## src/rtl/sdi_pid_pkg.sv

```systemverilog
package sdi_pid_pkg;
    localparam int WORD_W = 10;
    localparam int LN_W   = 11;
    localparam int CRC_W  = 18;
    localparam int UW_W   = 32;
    localparam int POS_W  = 5;
    localparam int PKT_LEN = 11;
    localparam int PIDX_W = 4;

    typedef logic [WORD_W-1:0] word_t;
    typedef logic [CRC_W-1:0]  crc_t;
    typedef logic [POS_W-1:0]  pos_t;

    // word positions counted from the first marker word
    localparam pos_t P_LN0 = 5'd4;
    localparam pos_t P_LN1 = 5'd5;
    localparam pos_t P_CR0 = 5'd6;
    localparam pos_t P_CR1 = 5'd7;
    localparam pos_t P_PK0 = 5'd8;
    localparam pos_t P_PKL = 5'd18;

    localparam crc_t CRC_REFL = 18'h23000;
    localparam logic [7:0] PID_DID  = 8'h41;
    localparam logic [7:0] PID_SDID = 8'h01;
    localparam logic [7:0] PID_DC   = 8'h04;

    function automatic crc_t crc_add(crc_t c, word_t w);
        crc_t r;
        logic fb;
        r = c;
        for (int b = 0; b < WORD_W; b++) begin
            fb = r[0] ^ w[b];
            r  = {1'b0, r[CRC_W-1:1]} ^ (fb ? CRC_REFL : '0);
        end
        return r;
    endfunction

    function automatic word_t byte_word(logic [7:0] u);
        return {~(^u), ^u, u};
    endfunction

    function automatic word_t ln_lo(logic [LN_W-1:0] l);
        return {~l[6], l[6:0], 2'b00};
    endfunction

    function automatic word_t ln_hi(logic [LN_W-1:0] l);
        return {1'b1, 3'b000, l[10:7], 2'b00};
    endfunction
endpackage

```

## src/rtl/sdi_pid_pkt.sv

```systemverilog
module sdi_pid_pkt
    import sdi_pid_pkg::*;
(
    input  logic [UW_W-1:0]   uw,
    input  logic [PIDX_W-1:0] idx,
    output word_t             word
);
    word_t      body [PKT_LEN];
    logic [8:0] sum;

    always_comb begin
        body[0] = 10'h000;
        body[1] = 10'h3FF;
        body[2] = 10'h3FF;
        body[3] = byte_word(PID_DID);
        body[4] = byte_word(PID_SDID);
        body[5] = byte_word(PID_DC);
        for (int j = 0; j < 4; j++) begin
            body[6+j] = byte_word(uw[8*j +: 8]);
        end
        sum = '0;
        for (int j = 3; j < PKT_LEN-1; j++) begin
            sum = sum + body[j][8:0];
        end
        body[PKT_LEN-1] = {~sum[8], sum};
        word = (int'(idx) < PKT_LEN) ? body[int'(idx)] : 10'h000;
    end
endmodule

```

## src/rtl/sdi_pid_lane.sv

```systemverilog
module sdi_pid_lane
    import sdi_pid_pkg::*;
#(
    parameter bit LUMA = 1'b1
) (
    input  logic            clk,
    input  logic            rst_n,
    input  logic            ce,
    input  logic            act,
    input  logic            ln_ok,
    input  logic            pid_en,
    input  logic            pid_c_en,
    input  logic [LN_W-1:0] ln,
    input  logic [LN_W-1:0] line_a,
    input  logic [LN_W-1:0] line_b,
    input  logic [UW_W-1:0] uw,
    input  word_t           din,
    output word_t           dout
);
    localparam word_t BLANK = LUMA ? 10'h040 : 10'h200;

    typedef struct packed {
        word_t           h0;
        word_t           h1;
        word_t           h2;
        pos_t            pos;
        crc_t            crc;
        logic            go;
        logic [LN_W-1:0] lnl;
        word_t           dout;
    } lane_st_t;

    lane_st_t st_d, st_q;
    word_t    pkt_w;
    logic [PIDX_W-1:0] pidx;

    assign pidx = PIDX_W'(st_q.pos - P_PK0);

    sdi_pid_pkt u_pkt (
        .uw   (uw),
        .idx  (pidx),
        .word (pkt_w)
    );

    logic  is_eav, in_slot, hit, start, go_now;
    word_t w;

    always_comb begin
        st_d    = st_q;
        is_eav  = (st_q.h2 == 10'h3FF) && (st_q.h1 == 10'h000) &&
                  (st_q.h0 == 10'h000) && din[6];
        in_slot = (st_q.pos >= P_PK0) && (st_q.pos <= P_PKL);
        hit     = (st_q.lnl == line_a) || (st_q.lnl == line_b);
        start   = act && pid_en && ln_ok && (LUMA || pid_c_en) && hit &&
                  (din == BLANK);
        go_now  = (st_q.pos == P_PK0) ? start : (in_slot && st_q.go);
        w       = din;
        if (act) begin
            if (st_q.pos == P_LN0 && ln_ok)      w = ln_lo(st_q.lnl);
            else if (st_q.pos == P_LN1 && ln_ok) w = ln_hi(st_q.lnl);
            else if (st_q.pos == P_CR0)          w = {~st_q.crc[8], st_q.crc[8:0]};
            else if (st_q.pos == P_CR1)          w = {~st_q.crc[17], st_q.crc[17:9]};
            else if (go_now)                     w = pkt_w;
        end
        if (ce) begin
            st_d.h0  = din;
            st_d.h1  = st_q.h0;
            st_d.h2  = st_q.h1;
            st_d.lnl = is_eav ? ln : st_q.lnl;
            st_d.go  = go_now;
            if (is_eav)
                st_d.pos = P_LN0;
            else if (st_q.pos >= P_LN0 && st_q.pos < P_PKL)
                st_d.pos = st_q.pos + 5'd1;
            else
                st_d.pos = '0;
            if (st_q.pos == P_CR1)
                st_d.crc = '0;
            else if (st_q.pos != P_CR0)
                st_d.crc = crc_add(st_q.crc, w);
            st_d.dout = w;
        end
    end

    always_ff @(posedge clk) begin
        if (!rst_n) st_q <= '0;
        else        st_q <= st_d;
    end

    assign dout = st_q.dout;

    // no output change without the enable
    assert_hold_no_ce_R2: assert property (@(posedge clk) disable iff (!rst_n)
        !ce |=> $stable(dout));

    // unused lanes in four-stream mode are transparent
    assert_unused_passthru_R9: assert property (@(posedge clk) disable iff (!rst_n)
        (ce && !act) |=> (dout == $past(din)));

    // with insertion off, slot words are untouched
    assert_slot_untouched_R7: assert property (@(posedge clk) disable iff (!rst_n)
        (ce && !pid_en && st_q.pos >= P_PK0) |=> (dout == $past(din)));

    // inserted first line word keeps its protection bit and zero LSBs
    assert_ln_format_R3: assert property (@(posedge clk) disable iff (!rst_n)
        (ce && act && ln_ok && st_q.pos == P_LN0) |=> (dout[9] == ~dout[8] && dout[1:0] == 2'b00));

    // first CRC word has bit 9 inverted from bit 8
    assert_crc_format_R4: assert property (@(posedge clk) disable iff (!rst_n)
        (ce && act && st_q.pos == P_CR0) |=> (dout[9] == ~dout[8]));
endmodule

```

## src/rtl/sdi_pid_inserter.sv

```systemverilog
module sdi_pid_inserter
    import sdi_pid_pkg::*;
#(
    parameter int NPAIR = 4
) (
    input  logic                        clk,
    input  logic                        rst_n,
    input  logic                        ce,
    input  logic                        mode8,
    input  logic                        ln_ok,
    input  logic                        pid_en,
    input  logic                        pid_c_en,
    input  logic [LN_W-1:0]             pid_line_a,
    input  logic [LN_W-1:0]             pid_line_b,
    input  logic [NPAIR*LN_W-1:0]       ln_in,
    input  logic [NPAIR*UW_W-1:0]       uw_y,
    input  logic [NPAIR*UW_W-1:0]       uw_c,
    input  logic [2*NPAIR*WORD_W-1:0]   din,
    output logic [2*NPAIR*WORD_W-1:0]   dout
);
    localparam int NLANE = 2 * NPAIR;
    localparam int NHALF = NLANE / 2;

    for (genvar g = 0; g < NLANE; g++) begin : g_lane
        localparam bit IS_Y = (g % 2) == 0;
        localparam int PR   = g / 2;
        logic act;
        assign act = mode8 || (g < NHALF);
        sdi_pid_lane #(.LUMA(IS_Y)) u_lane (
            .clk      (clk),
            .rst_n    (rst_n),
            .ce       (ce),
            .act      (act),
            .ln_ok    (ln_ok),
            .pid_en   (pid_en),
            .pid_c_en (pid_c_en),
            .ln       (ln_in[PR*LN_W +: LN_W]),
            .line_a   (pid_line_a),
            .line_b   (pid_line_b),
            .uw       (IS_Y ? uw_y[PR*UW_W +: UW_W] : uw_c[PR*UW_W +: UW_W]),
            .din      (din[g*WORD_W +: WORD_W]),
            .dout     (dout[g*WORD_W +: WORD_W])
        );
    end
endmodule

```

## config.mk

```make
export PLATFORM = sky130hd
export DESIGN_NAME = sdi_pid_inserter
export DESIGN_NICKNAME = d
export VERILOG_FILES = /design/src/rtl/sdi_pid_pkg.sv /design/src/rtl/sdi_pid_pkt.sv /design/src/rtl/sdi_pid_lane.sv /design/src/rtl/sdi_pid_inserter.sv
export SDC_FILE = /design/constraint.sdc
export NUM_CORES = 2
export LEC_CHECK = 0
export ABC_AREA = 1
export BUFFER_PORTS_ARGS = -buffer_cell sky130_fd_sc_hd__buf_4
export CAP_MARGIN = 20
export CORE_ASPECT_RATIO = 1.1
export CORE_MARGIN = 1.5
export CORE_UTILIZATION = 62
export DETAILED_ROUTE_END_ITERATION = 8
export PLACE_DENSITY = 0.89
export SYNTH_ARGS = -nofsm -noshare
export SYNTH_HDL_FRONTEND = slang
export SYNTH_HIERARCHICAL = 1
export SYNTH_SLANG_ARGS = --single-unit
```

## constraint.sdc

```tcl
create_clock -name clk -period 5 [get_ports clk]
set_input_delay 0.5 -clock clk [delete_from_list [all_inputs] [get_ports clk]]
set_output_delay 0.5 -clock clk [all_outputs]
set_load 0.005 [all_outputs]
```

# Yosys cells after proc, flatten, opt, wreduce, memory -nomap -nowiden

Cells that the tools add are included.

Bitwise gates (word level): 232
Mux-type cells: 196
$add $sub $neg: 48
Order comparisons: 48
Reduce and logical (&&, ||, !) cells: 165
Equal/unequal tests: 80

Operators by type and width:

| kind                                                                                  | number |
|---|---|
| 18-bit 2-to-1 mux                                                                     | 96 |
| 17-bit by 18-bit bitwise XOR with 18-bit output                                       | 80 |
| 10-bit 2-to-1 mux                                                                     | 68 |
| 10-bit binary-select mux with 4-bit select                                            | 8 |
| 32-bit by 5-bit greater-or-equal comparator with 1-bit output (second input constant) | 8 |
| 4-bit NOT with 32-bit output                                                          | 8 |
| 8-bit parity                                                                          | 32 |
| 9-bit adder                                                                           | 24 |
| 11-bit == test                                                                        | 16 |
| 5-bit by 3-bit == test with 1-bit output (second input constant)                      | 32 |
| 10-bit logical NOT                                                                    | 16 |
| 10-bit == test (second input constant)                                                | 12 |
| 1-bit logical AND                                                                     | 85 |
| 5-bit 2-to-1 mux                                                                      | 16 |
| 1-bit bitwise XOR                                                                     | 80 |
| 7-bit by 9-bit adder with 9-bit output (first input constant)                         | 8 |
| 1-bit NOT                                                                             | 64 |
| 5-bit by 1-bit adder with 5-bit output (second input constant)                        | 8 |
| 10-bit by 7-bit == test with 1-bit output (second input constant)                     | 4 |
| 5-bit by 4-bit == test with 1-bit output (second input constant)                      | 8 |
| 5-bit by 3-bit greater-or-equal comparator with 1-bit output (second input constant)  | 8 |
| 5-bit by 4-bit greater-or-equal comparator with 1-bit output (second input constant)  | 8 |
| 5-bit <= comparator (second input constant)                                           | 8 |
| 5-bit < comparator (second input constant)                                            | 8 |
| 7 further kinds                                                                       | 64 |

Bits in registers: 600
Output and inout bits: 80
Bits of input ports: 409

# Depth between registers and ports, before layout

Word-level depth: 48
Depth in mapped cells: 36

# Modules after synthesis

The synthesis kept the hierarchy.

By module, submodules not included:

| module                                    | cells an instance | seq. area each (µm²) | instances | area an instance (µm²) |
|---|---|---|---|---|
| sdi_pid_lane at g_lane[0].u_lane ...      | 711               | 1501.4               | 4         | 4569.4 |
| sdi_pid_lane at g_lane[1].u_lane ...      | 713               | 1501.4               | 4         | 4518.1 |
| sdi_pid_pkt at g_lane[1].u_lane.u_pkt ... | 335               | 0.0                  | 6         | 1938.1 |
| sdi_pid_pkt at g_lane[7].u_lane.u_pkt     | 363               | 0.0                  | 1         | 2024.4 |
| sdi_pid_pkt at g_lane[0].u_lane.u_pkt     | 335               | 0.0                  | 1         | 1968.1 |
| sdi_pid_inserter                          | 1                 | 0.0                  | 1         | 3.8 |

# Least setup slack after synthesis

OpenSTA, ideal clock, no wires.

Path kind: input to register
From: input port uw_c[74]
To: register g_lane[5].u_lane/st_q[34] in the netlist's numbering
Cell stages on the path: 34
Setup slack: 0.760 ns
Arrival: 4.170 ns
Data required time: 4.930 ns
Library setup time: 0.070 ns
Path through: inv_1 ha_1 inv_1 fa_1 fa_1 ha_1 fa_1 nand4_1 inv_1 nor2_1 nand3_2 nand2_2 clkinv_2 nand2_2 nand3_1 nand2_1 nand2_1 a21oi_2 inv_1 nand2_1 nand3_1 nand2_1 nand2_1 nand2_1 nand2_1 nand2_1 nand2_1 nand2_1 nand2_1 nand2_1 nand2_1 nand2_1 nand2_1 a21oi_1

RTL lines:

| element                                                   | line                   | RTL |
|---|---|---|
| from (decl)                                               | sdi_pid_inserter.sv:17 | `input logic [NPAIR*UW_W-1:0] uw_c,` |
| 8-bit parity                                              | sdi_pid_pkg.sv:39      | `return {~(^u), ^u, u};` |
| 9-bit adder (3 in series)                                 | sdi_pid_pkt.sv:23      | `sum = sum + body[j][8:0];` |
| 1-bit NOT                                                 | sdi_pid_pkt.sv:25      | `body[PKT_LEN-1] = {~sum[8], sum};` |
| 10-bit binary-select mux with 4-bit select (*)            | sdi_pid_pkt.sv:26      | `word = (int'(idx) < PKT_LEN) ? body[int'(idx)] : 10'h000;` |
| 10-bit 2-to-1 mux (not written as such) (*) (2 in series) | sdi_pid_pkt.sv:26      |  |
| 10-bit 2-to-1 mux (*)                                     | sdi_pid_pkt.sv:26      |  |
| via g_lane[5].u_lane.pkt_w[9]                             | sdi_pid_lane.sv:34     | `word_t pkt_w;` |
| 10-bit 2-to-1 mux (*)                                     | sdi_pid_lane.sv:63     | `else if (go_now) w = pkt_w;` |
| [... 2 more ...]                                          | n/a                    |  |
| 10-bit 2-to-1 mux (*)                                     | sdi_pid_lane.sv:60     | `else if (st_q.pos == P_LN1 && ln_ok) w = ln_hi(st_q.lnl);` |
| 10-bit 2-to-1 mux (*)                                     | sdi_pid_lane.sv:59     | `if (st_q.pos == P_LN0 && ln_ok) w = ln_lo(st_q.lnl);` |
| 10-bit 2-to-1 mux (*)                                     | sdi_pid_lane.sv:58     | `if (act) begin` |
| 1-bit bitwise XOR (*)                                     | sdi_pid_pkg.sv:32      | `fb = r[0] ^ w[b];` |
| 18-bit 2-to-1 mux (*)                                     | sdi_pid_pkg.sv:33      | `r = {1'b0, r[CRC_W-1:1]} ^ (fb ? CRC_REFL : '0);` |
| 17-bit by 18-bit bitwise XOR with 18-bit output (*)       | sdi_pid_pkg.sv:33      |  |
| 18-bit 2-to-1 mux (*)                                     | sdi_pid_lane.sv:79     | `else if (st_q.pos != P_CR0)` |
| 18-bit 2-to-1 mux (*)                                     | sdi_pid_lane.sv:77     | `if (st_q.pos == P_CR1)` |
| to (signal assigned)                                      | sdi_pid_lane.sv:87     | `else st_q <= st_d;` |
| to (decl)                                                 | sdi_pid_lane.sv:33     | `lane_st_t st_d, st_q;` |

Mark *: on every way through the listed nets, which the timed path passes. The rest lies on a longest branch. The select of a mux whose other input is x is not followed.
A chain may end at the register's enable or synchronous reset.

# Worst setup path after layout

From: input port uw_c[42]
To: register g_lane[3].u_lane/st_q[34] in the netlist's numbering

RTL lines:

| element                                                   | line               | RTL |
|---|---|---|
| 8-bit parity                                              | sdi_pid_pkg.sv:39  |  |
| 9-bit adder (3 in series)                                 | sdi_pid_pkt.sv:23  |  |
| 1-bit NOT                                                 | sdi_pid_pkt.sv:25  |  |
| 10-bit binary-select mux with 4-bit select (*)            | sdi_pid_pkt.sv:26  |  |
| 10-bit 2-to-1 mux (not written as such) (*) (2 in series) | sdi_pid_pkt.sv:26  |  |
| 10-bit 2-to-1 mux (*)                                     | sdi_pid_pkt.sv:26  |  |
| via g_lane[3].u_lane.pkt_w[9]                             | sdi_pid_lane.sv:34 |  |
| 10-bit 2-to-1 mux (*)                                     | sdi_pid_lane.sv:63 |  |
| 10-bit 2-to-1 mux (*)                                     | sdi_pid_lane.sv:62 | `else if (st_q.pos == P_CR1) w = {~st_q.crc[17], st_q.crc[17:9]};` |
| 10-bit 2-to-1 mux (*)                                     | sdi_pid_lane.sv:61 | `else if (st_q.pos == P_CR0) w = {~st_q.crc[8], st_q.crc[8:0]};` |
| 10-bit 2-to-1 mux (*)                                     | sdi_pid_lane.sv:60 |  |
| 10-bit 2-to-1 mux (*)                                     | sdi_pid_lane.sv:59 |  |
| 1-bit bitwise XOR (*)                                     | sdi_pid_pkg.sv:32  |  |
| 18-bit 2-to-1 mux (*)                                     | sdi_pid_pkg.sv:33  |  |
| 17-bit by 18-bit bitwise XOR with 18-bit output (*)       | sdi_pid_pkg.sv:33  |  |
| 18-bit 2-to-1 mux (*)                                     | sdi_pid_lane.sv:79 |  |
| 18-bit 2-to-1 mux (*)                                     | sdi_pid_lane.sv:77 |  |
| to (signal assigned)                                      | sdi_pid_lane.sv:87 |  |
| to (decl)                                                 | sdi_pid_lane.sv:33 |  |

Marked as above.

==> results by group <==
Synth
  – Synth top area share: 23.1%
  – Yosys top cell by area: dfxtp_1
  – Yosys reg bits: 600
  – Unique cell type count in the Yosys netlist: between 50 and 60
  – Seq/Total Area, Yosys: 23.1%
  – Synth area leaders: dfxtp_1 (23%), nand2_1 (18%), inv_1 (9.4%), a21oi_1 (6.5%), nand3_1 (5.6%)
  – Post-Syn Area: between 50000 and 60000 µm²
  – Post-synth ARST share: 0%
  – Number of synthesized flops with an enable pin: 0
  – Synth warnings: 6
  – Prevailing post-synth register cell: dfxtp_1
  – Syn Inst Count: 8405
  – Avg Cell Area, Syn: between 6 and 7 µm²

Clock network
  – Clk root buf: clkbuf_16
  – Clock buffer depth: 3
  – Worst-path clk slew: 0.06 ns
  – Clk_lat worst skew: 0.64 ns
  – Setup bufs post-CTS: 0
  – CTS H-tree depth: 3
  – CTS tree: yes
  – Hold_buf cts: 0
  – Total CTS buffers: 71
  – Post-CTS Resized: 0
  – Clock Sinks: 600

Routing
  – Antenna Nets Post-Route: 0
  – Residual DRC: 0
  – DR pass1 iterations: 9
  – Final WL: ~180000 µm
  – Vias: ~57000
  – Routed vias/inst: 5.78
  – Drt wl/cell: 17.8 µm
  – Initial drt markers: 5684

Worst setup path
  – Reg-to-Reg Start: g_lane[1].u_lane/st_q[41]
  – Arr. time, crit path: a little under 5 ns
  – Crit path top cell by count: nand2_1
  – Worst Path Buf+Inv: 6
  – Slowest stage cell, crit path: fa_1
  – CP Class: in2reg
  – Crit-path leading delay family: adder cells
  – Req. time, crit path: roughly 5.6 ns
  – Critical path peak fanout: 3
  – CP endpoint kind: flip-flop
  – Crit path launch: uw_c[42]
  – Largest stage delay on the critical path: about 0.48 ns
  – Startpoint types: input pin

Timing
  – Worst hold slack: 0.104 ns
  – Max-slew headroom: 38.7%
  – Final period util: 85.0%
  – Setup Viol. Count Final: 0
  – Setup TNS: 0 ns
  – RSZ-0062 raised after global routing: false
  – Max Clock Skew: 0.0212 ns
  – Final hold vios: 0
  – Worst slew pin tran: 0.920 ns
  – Slew Viols, Final: 0
  – Highest clock rate: 0.235 GHz
  – Fin crit period: between 4 and 5 ns

Cells and area
  – Commonest non-fill, non-tap cell in the layout: nand2_1
  – Area of the multi-input gates: 33000 µm²
  – Ratio of cells with drive above 1 in the final layout: 13.0%
  – Fillers: approximately 7500
  – FF+latch area: 12000 µm²
  – Commonest non-fill, non-tap cells in the layout: nand2_1 (2445), inv_1 (1298), a21oi_1 (671)
  – Nets: 9404
  – Area added between synthesis and finish: 12.0%

Run
  – Total of max-cap violations: 0

Placement
  – Routability cong.: 1.04
  – Post-DP HPWL: 135000 µm
  – IO Port Bufs: approximately 490

Run status
  – Status: finished clean

GRT
  – Initial antenna violation count: 24
  – Vias in the first global route: 52900
  – Global-route usage over all layers: 39.7%
  – Remaining Overflow, GRT: 0
  – Largest net degree at the start of global routing: 118
  – First-pass GRT wire length: around 270000 µm

Floorplanning
  – Num ports: 489
  – Starting Density: 62.5%
  – Die X: approximately 280 µm
  – Die H: a little over 300 µm
  – Core area: 83200 µm²
  – Die ar.: between 80000 and 90000 µm²
  – Rows: 111

Pwr
  – Leakage: just under 30 nW
  – Worst IR Drop VDD: approximately 0.25 mV
  – Pwr per Cell Area: 283 nW/µm²

Hold path
  – Hold_sp: ln_in[15]
  – Worst min-delay path class: in2reg
[power by group]
part,switching (mW),total (mW),internal [mW]
Sequential,0.267,5.35,5.08
Clock,2.30,5.52,3.21
Combinational,3.50,5.59,2.09
[flip-flops by register name, summed over array words and instances, names as in the netlist]
signal / count
g_lane.u_lane/dout: 80
g_lane.u_lane/st_q: 520
[stage by stage]
stage | cells | power [mW] | utilization [%] | area (µm²) | setup slack, ns
2_1_floorplan | 8414 | 9.24 | - | 52000 | 0.760
3_3_place_gp | 9706 | 10.7 | 66.9 | 55600 | 0.252
3_5_place_dp | 9706 | 10.9 | 66.9 | 55600 | 0.184
4_1_cts | 9836 | 16.4 | 69.9 | 58100 | 0.828
5_1_grt | 9848 | 17.4 | 69.9 | 58200 | 0.370
6_report | 9858 | 16.5 | 69.9 | 58200 | 0.748
[worst reg2reg max path, cell delays in order, from the launching register on]
cell and delay, ns:
dfxtp_1 0.80, inv_1 0.33, nor2_1 0.54, inv_1 0.25
o221ai_1 0.32, a21oi_1 0.11, a21oi_1 0.18, inv_1 0.06
nand2_1 0.06, nand3_1 0.07, nand2_1 0.08, nand2_1 0.06
nand2_1 0.06, nand2_1 0.05, nand2_1 0.10, nand2_1 0.13
nand2_1 0.08, nand2_1 0.13, inv_2 0.13, nand2_1 0.06
nand3_1 0.07, a21oi_1 0.09
[per-layer routing]
layer / up-vias / wire, µm / part of all wire [%] / global-route usage, %
met5: - / 151 / 0.086 / 0
met4: 24 / 11500 / 6.5 / 23.7
met3: 691 / 16600 / 9.4 / 7.04
met2: 2848 / 79500 / 45 / 64.9
met1: 26000 / 68200 / 39 / 48.8
li1: 27400 / - / - / -
[worst paths after layout]
path,end,slack (ns),depth (start not counted)
hold / removal,g_lane[2].u_lane/st_q[14],0.10,3
hold reg to reg,g_lane[2].u_lane/st_q[52],0.47,2
setup / recovery,g_lane[3].u_lane/st_q[34],0.75,35
setup reg to reg,g_lane[1].u_lane/st_q[35],1.12,21
[final cells by class]
type                    instances  area share, %
diodes                         21         0.0903
well taps                    1073           2.31
inverters                    1414           9.14
clock buffers                  85           3.37
repair buffers                524           6.82
flip-flops and latches        600           20.6
multi-input cells            6096           56.7
clock inverters                45          0.910
[synth_stat cells, types with 128 or more instances]
cell and number:
dfxtp_1 600, xnor2_1 150, ha_1 160, clkbuf_1 168, nor2_1 456, inv_1 1298
nand2_2 242, o21ai_0 528, fa_1 128, a21oi_1 671, nand2_1 2445, nand3_1 581
[kinds of logic after synthesis]
group / Yosys count / share of synthesized area (%)
other: 1 / 0.00722
adders and majority gates: 288 / 8.78
DFF: 600 / 23.1
xor gates and xnor gates: 254 / 4.28
and+or+nand+nor: 4006 / 33.8
AOI/OAI and AO/OA: 1538 / 16.5
buffers and inverters: 1718 / 13.4
Note: power is estimated with default switching activity, not from simulation.
